--- src/rtl/rld_pkg.sv ---
package rld_pkg;
  typedef enum logic [2:0] {
    RUN_ZERO,
    RUN_ONE,
    RUN_MARK,
    RUN_IGNORE,
    RUN_LONG
  } run_class_e;
endpackage

--- src/rtl/rld_sync.sv ---
module rld_sync #(
  parameter int   STAGES  = 2,
  parameter logic RST_VAL = 1'b1
) (
  input  logic clk_i,
  input  logic rst_ni,
  input  logic d_i,
  output logic q_o
);
  logic [STAGES-1:0] st_q;

  always_ff @(posedge clk_i or negedge rst_ni) begin
    if (!rst_ni) st_q <= {STAGES{RST_VAL}};
    else         st_q <= {st_q[STAGES-2:0], d_i};
  end

  assign q_o = st_q[STAGES-1];
endmodule

--- src/rtl/rld_interval.sv ---
module rld_interval #(
  parameter int CNT_W = 20
) (
  input  logic             clk_i,
  input  logic             rst_ni,
  input  logic             line_s_i,
  input  logic [CNT_W-1:0] hold_len_i,
  input  logic [CNT_W-1:0] normal_len_i,
  output logic             end_vld_o,
  output logic [CNT_W-1:0] end_len_o,
  output logic             long_o
);
  localparam logic [CNT_W-1:0] CNT_MAX = {CNT_W{1'b1}};

  logic [CNT_W-1:0] lo_cnt_q, lo_cnt_n;
  logic [CNT_W-1:0] run_cnt_q, run_cnt_n;
  logic [CNT_W-1:0] end_len_q;
  logic             armed_q, end_vld_q, long_q;
  logic             qual, long_hit;

  always_comb begin
    qual      = !line_s_i && (lo_cnt_q == hold_len_i - 1'b1);
    long_hit  = line_s_i && (run_cnt_q == normal_len_i);
    lo_cnt_n  = lo_cnt_q;
    if (line_s_i)                    lo_cnt_n = '0;
    else if (lo_cnt_q != hold_len_i) lo_cnt_n = lo_cnt_q + 1'b1;
    run_cnt_n = run_cnt_q;
    if (qual)                                run_cnt_n = '0;
    else if (line_s_i && run_cnt_q != CNT_MAX) run_cnt_n = run_cnt_q + 1'b1;
  end

  always_ff @(posedge clk_i or negedge rst_ni) begin
    if (!rst_ni) begin
      lo_cnt_q  <= '0;
      run_cnt_q <= '0;
      end_len_q <= '0;
      armed_q   <= 1'b0;
      end_vld_q <= 1'b0;
      long_q    <= 1'b0;
    end else begin
      lo_cnt_q  <= lo_cnt_n;
      run_cnt_q <= run_cnt_n;
      if (qual) end_len_q <= run_cnt_q;
      if (qual) armed_q   <= 1'b1;
      end_vld_q <= qual && armed_q;
      long_q    <= long_hit;
    end
  end

  assign end_vld_o = end_vld_q;
  assign end_len_o = end_len_q;
  assign long_o    = long_q;

  p_end_after_low_r1: assert property (@(posedge clk_i) disable iff (!rst_ni)
    end_vld_q |-> $past(!line_s_i));
  p_run_frozen_low_r2: assert property (@(posedge clk_i) disable iff (!rst_ni)
    (!line_s_i && !qual) |=> run_cnt_q == $past(run_cnt_q));
  p_long_single_r7: assert property (@(posedge clk_i) disable iff (!rst_ni)
    long_q |=> !long_q);
endmodule

--- src/rtl/rld_classify.sv ---
module rld_classify
  import rld_pkg::*;
#(
  parameter int CNT_W = 20
) (
  input  logic [CNT_W-1:0] len_i,
  input  logic [CNT_W-1:0] unit_len_i,
  input  logic [CNT_W-1:0] normal_len_i,
  output run_class_e       cls_o
);
  localparam int WW = CNT_W + 2;

  logic [WW-1:0] u_w, half_w, t01, t12, t23, len_w, norm_w;

  always_comb begin
    u_w    = WW'(unit_len_i);
    half_w = u_w >> 1;
    t01    = u_w + half_w;
    t12    = (u_w << 1) + half_w;
    t23    = (u_w << 1) + u_w + half_w;
    len_w  = WW'(len_i);
    norm_w = WW'(normal_len_i);
    if (len_w > norm_w)  cls_o = RUN_LONG;
    else if (len_w < t01) cls_o = RUN_ZERO;
    else if (len_w < t12) cls_o = RUN_ONE;
    else if (len_w < t23) cls_o = RUN_MARK;
    else                  cls_o = RUN_IGNORE;
  end
endmodule

--- src/rtl/rld_assembler.sv ---
module rld_assembler
  import rld_pkg::*;
#(
  parameter int BYTE_W = 8
) (
  input  logic              clk_i,
  input  logic              rst_ni,
  input  logic              end_vld_i,
  input  run_class_e        cls_i,
  input  logic              long_i,
  output logic              bit_vld_o,
  output logic              bit_o,
  output logic              frame_start_o,
  output logic              normal_o,
  output logic              byte_vld_o,
  output logic [BYTE_W-1:0] byte_o
);
  localparam int BC_W = $clog2(BYTE_W);
  localparam logic [BC_W-1:0] BC_LAST = BC_W'(BYTE_W - 1);

  logic [BYTE_W-1:0] sh_q, sh_n, byte_q, byte_n;
  logic [BC_W-1:0]   bc_q, bc_n;
  logic              norm_q, norm_n, bit_q, bit_n;
  logic              bv_q, bv_n, fs_q, fs_n, byv_q, byv_n;

  always_comb begin
    sh_n   = sh_q;
    bc_n   = bc_q;
    byte_n = byte_q;
    norm_n = norm_q;
    bit_n  = bit_q;
    bv_n   = 1'b0;
    fs_n   = 1'b0;
    byv_n  = 1'b0;
    if (long_i) begin
      sh_n   = '0;
      bc_n   = '0;
      norm_n = 1'b1;
    end
    if (end_vld_i) begin
      unique case (cls_i)
        RUN_ZERO, RUN_ONE: begin
          bv_n  = 1'b1;
          bit_n = (cls_i == RUN_ONE);
          sh_n  = {sh_q[BYTE_W-2:0], bit_n};
          if (bc_q == BC_LAST) begin
            bc_n   = '0;
            byv_n  = 1'b1;
            byte_n = sh_n;
          end else begin
            bc_n = bc_q + 1'b1;
          end
        end
        RUN_MARK: begin
          sh_n   = '0;
          bc_n   = '0;
          fs_n   = 1'b1;
          norm_n = 1'b0;
        end
        RUN_LONG: begin
          sh_n   = '0;
          bc_n   = '0;
          norm_n = 1'b1;
        end
        default: ;
      endcase
    end
  end

  always_ff @(posedge clk_i or negedge rst_ni) begin
    if (!rst_ni) begin
      sh_q   <= '0;
      bc_q   <= '0;
      byte_q <= '0;
      norm_q <= 1'b0;
      bit_q  <= 1'b0;
      bv_q   <= 1'b0;
      fs_q   <= 1'b0;
      byv_q  <= 1'b0;
    end else begin
      sh_q   <= sh_n;
      bc_q   <= bc_n;
      byte_q <= byte_n;
      norm_q <= norm_n;
      bit_q  <= bit_n;
      bv_q   <= bv_n;
      fs_q   <= fs_n;
      byv_q  <= byv_n;
    end
  end

  assign bit_vld_o     = bv_q;
  assign bit_o         = bit_q;
  assign frame_start_o = fs_q;
  assign normal_o      = norm_q;
  assign byte_vld_o    = byv_q;
  assign byte_o        = byte_q;

  p_strobe_excl_r5: assert property (@(posedge clk_i) disable iff (!rst_ni)
    $onehot0({bv_q, fs_q}));
  p_mark_clears_r5: assert property (@(posedge clk_i) disable iff (!rst_ni)
    fs_q |-> (bc_q == '0) && !norm_q);
  p_byte_with_bit_r8: assert property (@(posedge clk_i) disable iff (!rst_ni)
    byv_q |-> bv_q && (bc_q == '0));
  p_norm_after_long_r7: assert property (@(posedge clk_i) disable iff (!rst_ni)
    long_i |=> norm_q && (bc_q == '0));
endmodule

--- src/rtl/runlen_bit_decoder.sv ---
module runlen_bit_decoder
  import rld_pkg::*;
#(
  parameter int CNT_W       = 20,
  parameter int BYTE_W      = 8,
  parameter int SYNC_STAGES = 2
) (
  input  logic              clk_i,
  input  logic              rst_ni,
  input  logic              line_i,
  input  logic [CNT_W-1:0]  unit_len_i,
  input  logic [CNT_W-1:0]  hold_len_i,
  input  logic [CNT_W-1:0]  normal_len_i,
  output logic              bit_vld_o,
  output logic              bit_o,
  output logic              frame_start_o,
  output logic              normal_o,
  output logic              byte_vld_o,
  output logic [BYTE_W-1:0] byte_o
);
  logic             line_s;
  logic             end_vld, long_pulse;
  logic [CNT_W-1:0] end_len;
  run_class_e       cls;

  rld_sync #(.STAGES(SYNC_STAGES), .RST_VAL(1'b1)) u_sync (
    .clk_i (clk_i), .rst_ni(rst_ni), .d_i(line_i), .q_o(line_s)
  );

  rld_interval #(.CNT_W(CNT_W)) u_interval (
    .clk_i       (clk_i),
    .rst_ni      (rst_ni),
    .line_s_i    (line_s),
    .hold_len_i  (hold_len_i),
    .normal_len_i(normal_len_i),
    .end_vld_o   (end_vld),
    .end_len_o   (end_len),
    .long_o      (long_pulse)
  );

  rld_classify #(.CNT_W(CNT_W)) u_classify (
    .len_i       (end_len),
    .unit_len_i  (unit_len_i),
    .normal_len_i(normal_len_i),
    .cls_o       (cls)
  );

  rld_assembler #(.BYTE_W(BYTE_W)) u_assembler (
    .clk_i        (clk_i),
    .rst_ni       (rst_ni),
    .end_vld_i    (end_vld),
    .cls_i        (cls),
    .long_i       (long_pulse),
    .bit_vld_o    (bit_vld_o),
    .bit_o        (bit_o),
    .frame_start_o(frame_start_o),
    .normal_o     (normal_o),
    .byte_vld_o   (byte_vld_o),
    .byte_o       (byte_o)
  );
endmodule

--- config.mk ---
export PLATFORM = sky130hd
export DESIGN_NAME = runlen_bit_decoder
export DESIGN_NICKNAME = d
export VERILOG_FILES = /design/src/rtl/rld_pkg.sv /design/src/rtl/rld_sync.sv /design/src/rtl/rld_interval.sv /design/src/rtl/rld_classify.sv /design/src/rtl/rld_assembler.sv /design/src/rtl/runlen_bit_decoder.sv
export SDC_FILE = /design/constraint.sdc
export NUM_CORES = 1
export LEC_CHECK = 0
export ABC_AREA = 0
export BUFFER_PORTS_ARGS = -buffer_cell sky130_fd_sc_hd__buf_2
export CAP_MARGIN = 20
export CORE_UTILIZATION = 32
export CTS_BUF_LIST = sky130_fd_sc_hd__clkbuf_4 sky130_fd_sc_hd__clkbuf_8
export DETAILED_ROUTE_END_ITERATION = 10
export GPL_TIMING_DRIVEN = 0
export PLACE_DENSITY = 0.58
export SKIP_CTS_REPAIR_TIMING = 1
export SYNTH_ARGS = -nofsm -noshare
export SYNTH_HDL_FRONTEND = slang
export SYNTH_HIERARCHICAL = 1
export SYNTH_SLANG_ARGS = --single-unit
--- constraint.sdc ---
create_clock -name clk_i -period 9 [get_ports clk_i]
set_clock_uncertainty 0.05 [all_clocks]
set_input_delay 0.45 -clock clk_i [delete_from_list [all_inputs] [get_ports clk_i]]
set_output_delay 0.45 -clock clk_i [all_outputs]
set_load 0.03 [all_outputs]
; Word level (Yosys, flattened, before mapping)
; Index checks and enable logic that the tools add are counted.
; W data, S select, Z words.
[word_totals]
out_inout_bits = 13
regBits = 89
[op_classes]
eq_ne = 8
addsub = 8
reduce_logical = 12
n_mux = 25
order_cmp = 4
[ops]
columns = cell, n
row1 = $mux W20, 4
row2 = $lt A20 B22 Y1, 3
row3 = $add A20 B1 Y20 const B, 2
row4 = $eq A20 B20 Y1, 2
row5 = $add A21 B19 Y22, 1
row6 = $add A21 B20 Y22, 1
row7 = $add A22 B19 Y22, 1
row8 = $add A20 B19 Y21, 1
row9 = $gt A20 B20 Y1, 1
row10 = $ne A20 B20 Y1, 1
row11 = $ne A20 B20 Y1 const B, 1
row12 = $sub A20 B1 Y20 const B, 1
row13 = $mux W3, 6
row14 = $mux W8, 2
row15 = $pmux W8 S2, 1
row16 = $mux W1, 10
row17 = $eq A3 B3 Y1 const B, 2
row18 = $pmux W3 S2, 1
row19 = $logic_and A1 B1 Y1, 4
row20 = $reduce_bool A2 Y1, 2
row21 = $reduce_or A2 Y1, 2
row22 = $add A3 B1 Y3 const B, 1
row23 = $eq A3 B1 Y1 const B, 1
row24 = $eq A3 B2 Y1 const B, 1
row25 = other kinds (5), 5

; Depth between registers and ports, before layout
[logic_depth]
ltp_word = 11
depth_mapped = 23
ltp_nobuf = 23

; Cells and area by module
; The synthesis kept the hierarchy.
[by_module_without_submodules]
columns = module, area_each_um2, seq_area_each_um2, instances, cells_each
row1 = rld_classify, 4767.1, 0.0, 1, 588
row2 = rld_interval, 3902.5, 1576.5, 1, 407
row3 = rld_assembler, 907.1, 575.6, 1, 59
row4 = rld_sync, 52.6, 52.6, 1, 2

; Worst setup path after synthesis
; OpenSTA, ideal clock, no wires.
[synth_timing]
path_kind = input to register
startpoint = in unit_len_i[0]
endpoint = reg u_assembler.bc_q[0]
arrival_time_ns = 5.197
slack_ns = 3.687
path_stages = 23
path_buffers = 0
required_time_ns = 8.884
path_cell_list = fa_1 -> ha_1 -> inv_1 -> fa_1 -> nor2b_1 -> o2111ai_1 -> a31o_2 -> o211ai_1 -> nand3_1 -> a21o_1 -> nand4b_1 -> o211ai_1 -> ha_1 -> nand4b_1 -> nor2_1 -> o21ai_0 -> o21a_1 -> a221oi_1 -> or3b_1 -> a31oi_1 -> nand2_1 -> a311oi_4 -> a22o_1
[synth_between]
elab_chain_len = 11
[synth_rtl]
columns = item, line
row1 = start: declaration, runlen_bit_decoder.sv:11  ; input logic [CNT_W-1:0] unit_len_i,
row2 = $add A21 B20 Y22, rld_classify.sv:20  ; t23 = (u_w << 1) + u_w + half_w;
row3 = $add A22 B19 Y22, rld_classify.sv:20
row4 = $lt A20 B22 Y1, rld_classify.sv:26  ; else if (len_w < t23) cls_o = RUN_MARK;
row5 = $mux W1, rld_classify.sv:26
row6 = $mux W3, rld_classify.sv:25  ; else if (len_w < t12) cls_o = RUN_ONE;
row7 = $mux W3 (*), rld_classify.sv:24  ; else if (len_w < t01) cls_o = RUN_ZERO;
row8 = $mux W3 (*), rld_classify.sv:23  ; if (len_w > norm_w) cls_o = RUN_LONG;
row9 = net cls[0], runlen_bit_decoder.sv:24  ; run_class_e cls;
row10 = $eq A3 B3 Y1 (tied with other cells), rld_assembler.sv:41  ; unique case (cls_i)
row11 = $reduce_or A2 Y1 (on tied branches), --
row12 = $pmux W3 S2 (*), rld_assembler.sv:41
row13 = $mux W3 (*), rld_assembler.sv:40  ; if (end_vld_i) begin
row14 = net u_assembler.bc_n[0], rld_assembler.sv:22  ; logic [BC_W-1:0] bc_q, bc_n;
row15 = end signal: assignment, rld_assembler.sv:82  ; bc_q <= bc_n;
row16 = end: declaration, rld_assembler.sv:22
; Mark *: on every way through the listed nets, which the timed path passes. The rest lies on a longest branch.
; A chain may end at the register's enable or synchronous reset.

; Final worst setup path
[layout_timing]
startpoint = in unit_len_i[1]
endpoint = reg u_assembler.bc_q[0]
; The elaborated chain is that of the path after synthesis.

==> out/metrics.yaml <==
status: "complete, no violations"
clkTransAtPathRegs_ps: 100
arrival_ps: 6320
synth_commonest_cells: "ha_1, nor2_1, dfrtp_1"
period_minus_slack_ps: 6072
yosysSeqAreaShare_pct: 22.90
tns_ps: 0
cpMaxStageDelayCell: "a31oi_1"
fillers: 3085
path_delay_family: "compound AO/OA/AOI/OAI gates"
required_ps: 9250
drt_iter0_markers: 466
cts.path.max_buffers: 2
rsz0062_at_grt: "no"
ys_ff_latch: 88
wl_per_cell_um: 15.12
io_buffer_count: 74
power.switching_mw: 0.5680
antenna_found_initial: 3
syn2layout_area_growth_pct: 11.34
synth-edff-count: 0
ys_async_sr_fraction_pct: 100.0
syn_avg_cell_area_sq_um: 9.119
post-route-period-util_pct: 67.47
place.gp.congestion: 0.8898
viasPerCell: 5.132
synth_nets: 1282
pwr-share-comb_pct: 44.3
pre_cts_slack_ps: 2436
antenna_left: 0
crit_cells: 24
multi_input_area_sq_um: 7097
relSlewSlack_pct: 52.28
reg2reg_setup_slack_ps: 5000
drv_slew: 0
tightest_slew_ps: 709.2
finish.instance_area_sq_um: 10720
die_area_sq_um: 30790
max_stage_delay_ps: 580
start_util_pct: 32.49
yosysWarnings: 6
reg2reg_from: "u_interval/end_len_o[2]"
synth_ff_type: "dfrtp_1"
p_seq_share_pct: 36.4
switching_share_pct: 40.90
placed_area_sq_um: 10520
syn_area_sq_um: 9629
cts_buffers: 9
peakVddDrop_v: 0.00006730
timing.rr.end: "u_assembler/bc_q[0]"
hold_class: "in2reg"
cts_sinks: 88
grt_pass1_vias: 7517
crit_type: "in2reg"
cts_tree: "built"
endpoint: "u_assembler/bc_q[0]"
grtUsageTotal_pct: 15.47
grt_first_pass_wirelength_um: 38280
total_power_mw: 1.389
powerDensity_nw_per_um2: 129.5
start_kind: "input pin"
cp_max_fo: 10
seq_area_sq_um: 2205
drc: 0
drtPass1Iterations: 4
cts_root_buf: "clkbuf_8"
vias: 7903
yosysMostFrequentCell: "ha_1"
fin_ws_ps: 2928
setup_viol_count_final: 0
cp-end-kind: "flip-flop"
finalHoldViolations: 0
fmax_ghz: 0.1647
drive_gt1_share_pct: 12.63
synth_cell_types: 75
grt_max_degree: 65
htreeDepth: 3
nNetsFinal: 1369
routed_wl_um: 23280
fin_util_pct: 36.17
io_pins: 76
dp_hpwl_um: 19160
p_leak_nw: 5.121
cap_violations: 0
worst-path-buf-inv: 2
die_w_um: 175.5
intPower_mw: 0.8207
overflow: 0
coreArea_sq_um: 29640
p_clk_share_pct: 19.3
netlist.area_leader.share_pct: 22.35
die_h_um: 175.5
synth_area_leaders: "dfrtp_1, ha_1, xnor2_1"
placement_rows: 63
r2r_cells: 12
syn_inst: 1056
cp-startpoint: "unit_len_i[1]"
path_cells: "buf_2 -> fa_1 -> ha_1 -> inv_1 -> fa_1 -> nor2b_1 -> o2111ai_1 -> a31o_2 -> o211ai_1 -> nand3_1 -> a21o_1 -> nand4b_1 -> o211ai_1 -> ha_1 -> nand4b_1 -> nor2_1 -> o21ai_0 -> o21a_1 -> a221oi_1 -> or3b_1 -> a31oi_1 -> nand2_1 -> a311oi_4 -> a22o_1"
synth_top_area_cell: "dfrtp_1"
clk_latency_ps: 370
## power by group through the flow
stage | sequential [mW] | combinational (mW) | clock, mW
final | 0.506 | 0.615 | 0.268
after CTS | 0.507 | 0.616 | 0.280
after global routing | 0.514 | 0.698 | 0.295
after global placement | 0.514 | 0.598 | 0
after detailed placement | 0.514 | 0.610 | 0
after floorplan | 0.493 | 0.468 | 0
## worst min path at each step
stage	startpoint	to	cells after the start
after global placement	u_sync/st_q[0]	u_sync/st_q[1]	0
after floorplan	rst_ni	u_assembler/bc_q[0]	0
final	line_i	u_sync/st_q[0]	1
after CTS	rst_ni	u_interval/lo_cnt_q[12]	1
after detailed placement	u_sync/st_q[0]	u_sync/st_q[1]	0
after global routing	line_i	u_sync/st_q[0]	1
## worst reg2reg max path, cell delays in order, from the launching register on
cell and delay [ps]:
dfrtp_1 480, ha_1 340, nand2_1 50, o21ai_1 130, a31oi_1 110, o211ai_1 210, o2111ai_1 210, a221oi_1 360
or3b_1 430, a31oi_1 580, nand2_1 190, a311oi_4 560, a22o_1 220
## per-stage QoR
stage	instances	hold slack, ps
4_1_cts	1537	-50.56
3_5_place_dp	1521	298.4
3_3_place_gp	1520	297.3
6_report	1540	123.0
2_1_floorplan	1056	104.4
5_1_grt	1538	94.80
## layout make-up
type / count / share of cell area, %
clock buffers: 10 / 1.284
well taps: 390 / 4.551
repair buffers: 76 / 3.828
plain buffers: 15 / 0.8169
multi-input cells: 889 / 66.19
clock inverters: 6 / 0.4785
diodes: 2 / 0.04668
inverters: 64 / 2.241
flip-flops and latches: 88 / 20.56
## per-layer routing
metal	wire, um	track usage (%)
met3	891	2.662
met2	10590	25.50
met5	8	0
met4	358	3.370
met1	11430	21.05
## cells by family (layout without fill, tap and decap cells)
kind of cell,after synthesis,in the layout,synth area share (%)
multiplexers,33,33,4.223
XOR/XNOR,126,126,11.46
buffers and inverters,79,171,3.404
flip-flops,88,88,22.89
AO/OA/AOI/OAI,262,262,18.46
other,0,2,0
adder cells (fa/ha/maj),163,163,22.89
AND/OR/NAND/NOR,305,305,16.66
## cell usage in the layout, fill, tap and decap left out, drive strengths merged, types with 7 or more instances in the layout
cell,n
mux2,31
and2,8
buf,81
a21oi,70
and3,10
nor4,11
nand3,23
xor2,61
nor2,93
o211ai,10
ha,141
dfrtp,86
o21bai,7
or3,12
a22o,10
o21a,13
fa,22
nand2,50
nand2b,9
inv,66
clkbuf,19
xnor2,65
o21ai,51
nor3,22
a211oi,8
nand4,26
nor2b,11
a21o,35
## flip-flops by register name, indices dropped and copies added, names as in the netlist
signal and flops:
u_assembler/bc_q 3, u_assembler/bit_o 1, u_assembler/bit_vld_o 1, u_assembler/byte_o 8
u_assembler/byte_vld_o 1, u_assembler/frame_start_o 1, u_assembler/normal_o 1, u_assembler/sh_q 7
u_interval/armed_q 1, u_interval/end_len_o 20, u_interval/end_vld_o 1, u_interval/lo_cnt_q 20
u_interval/long_o 1, u_interval/run_cnt_q 20, u_sync/st_q 2
(Power assumes the default switching activity.)
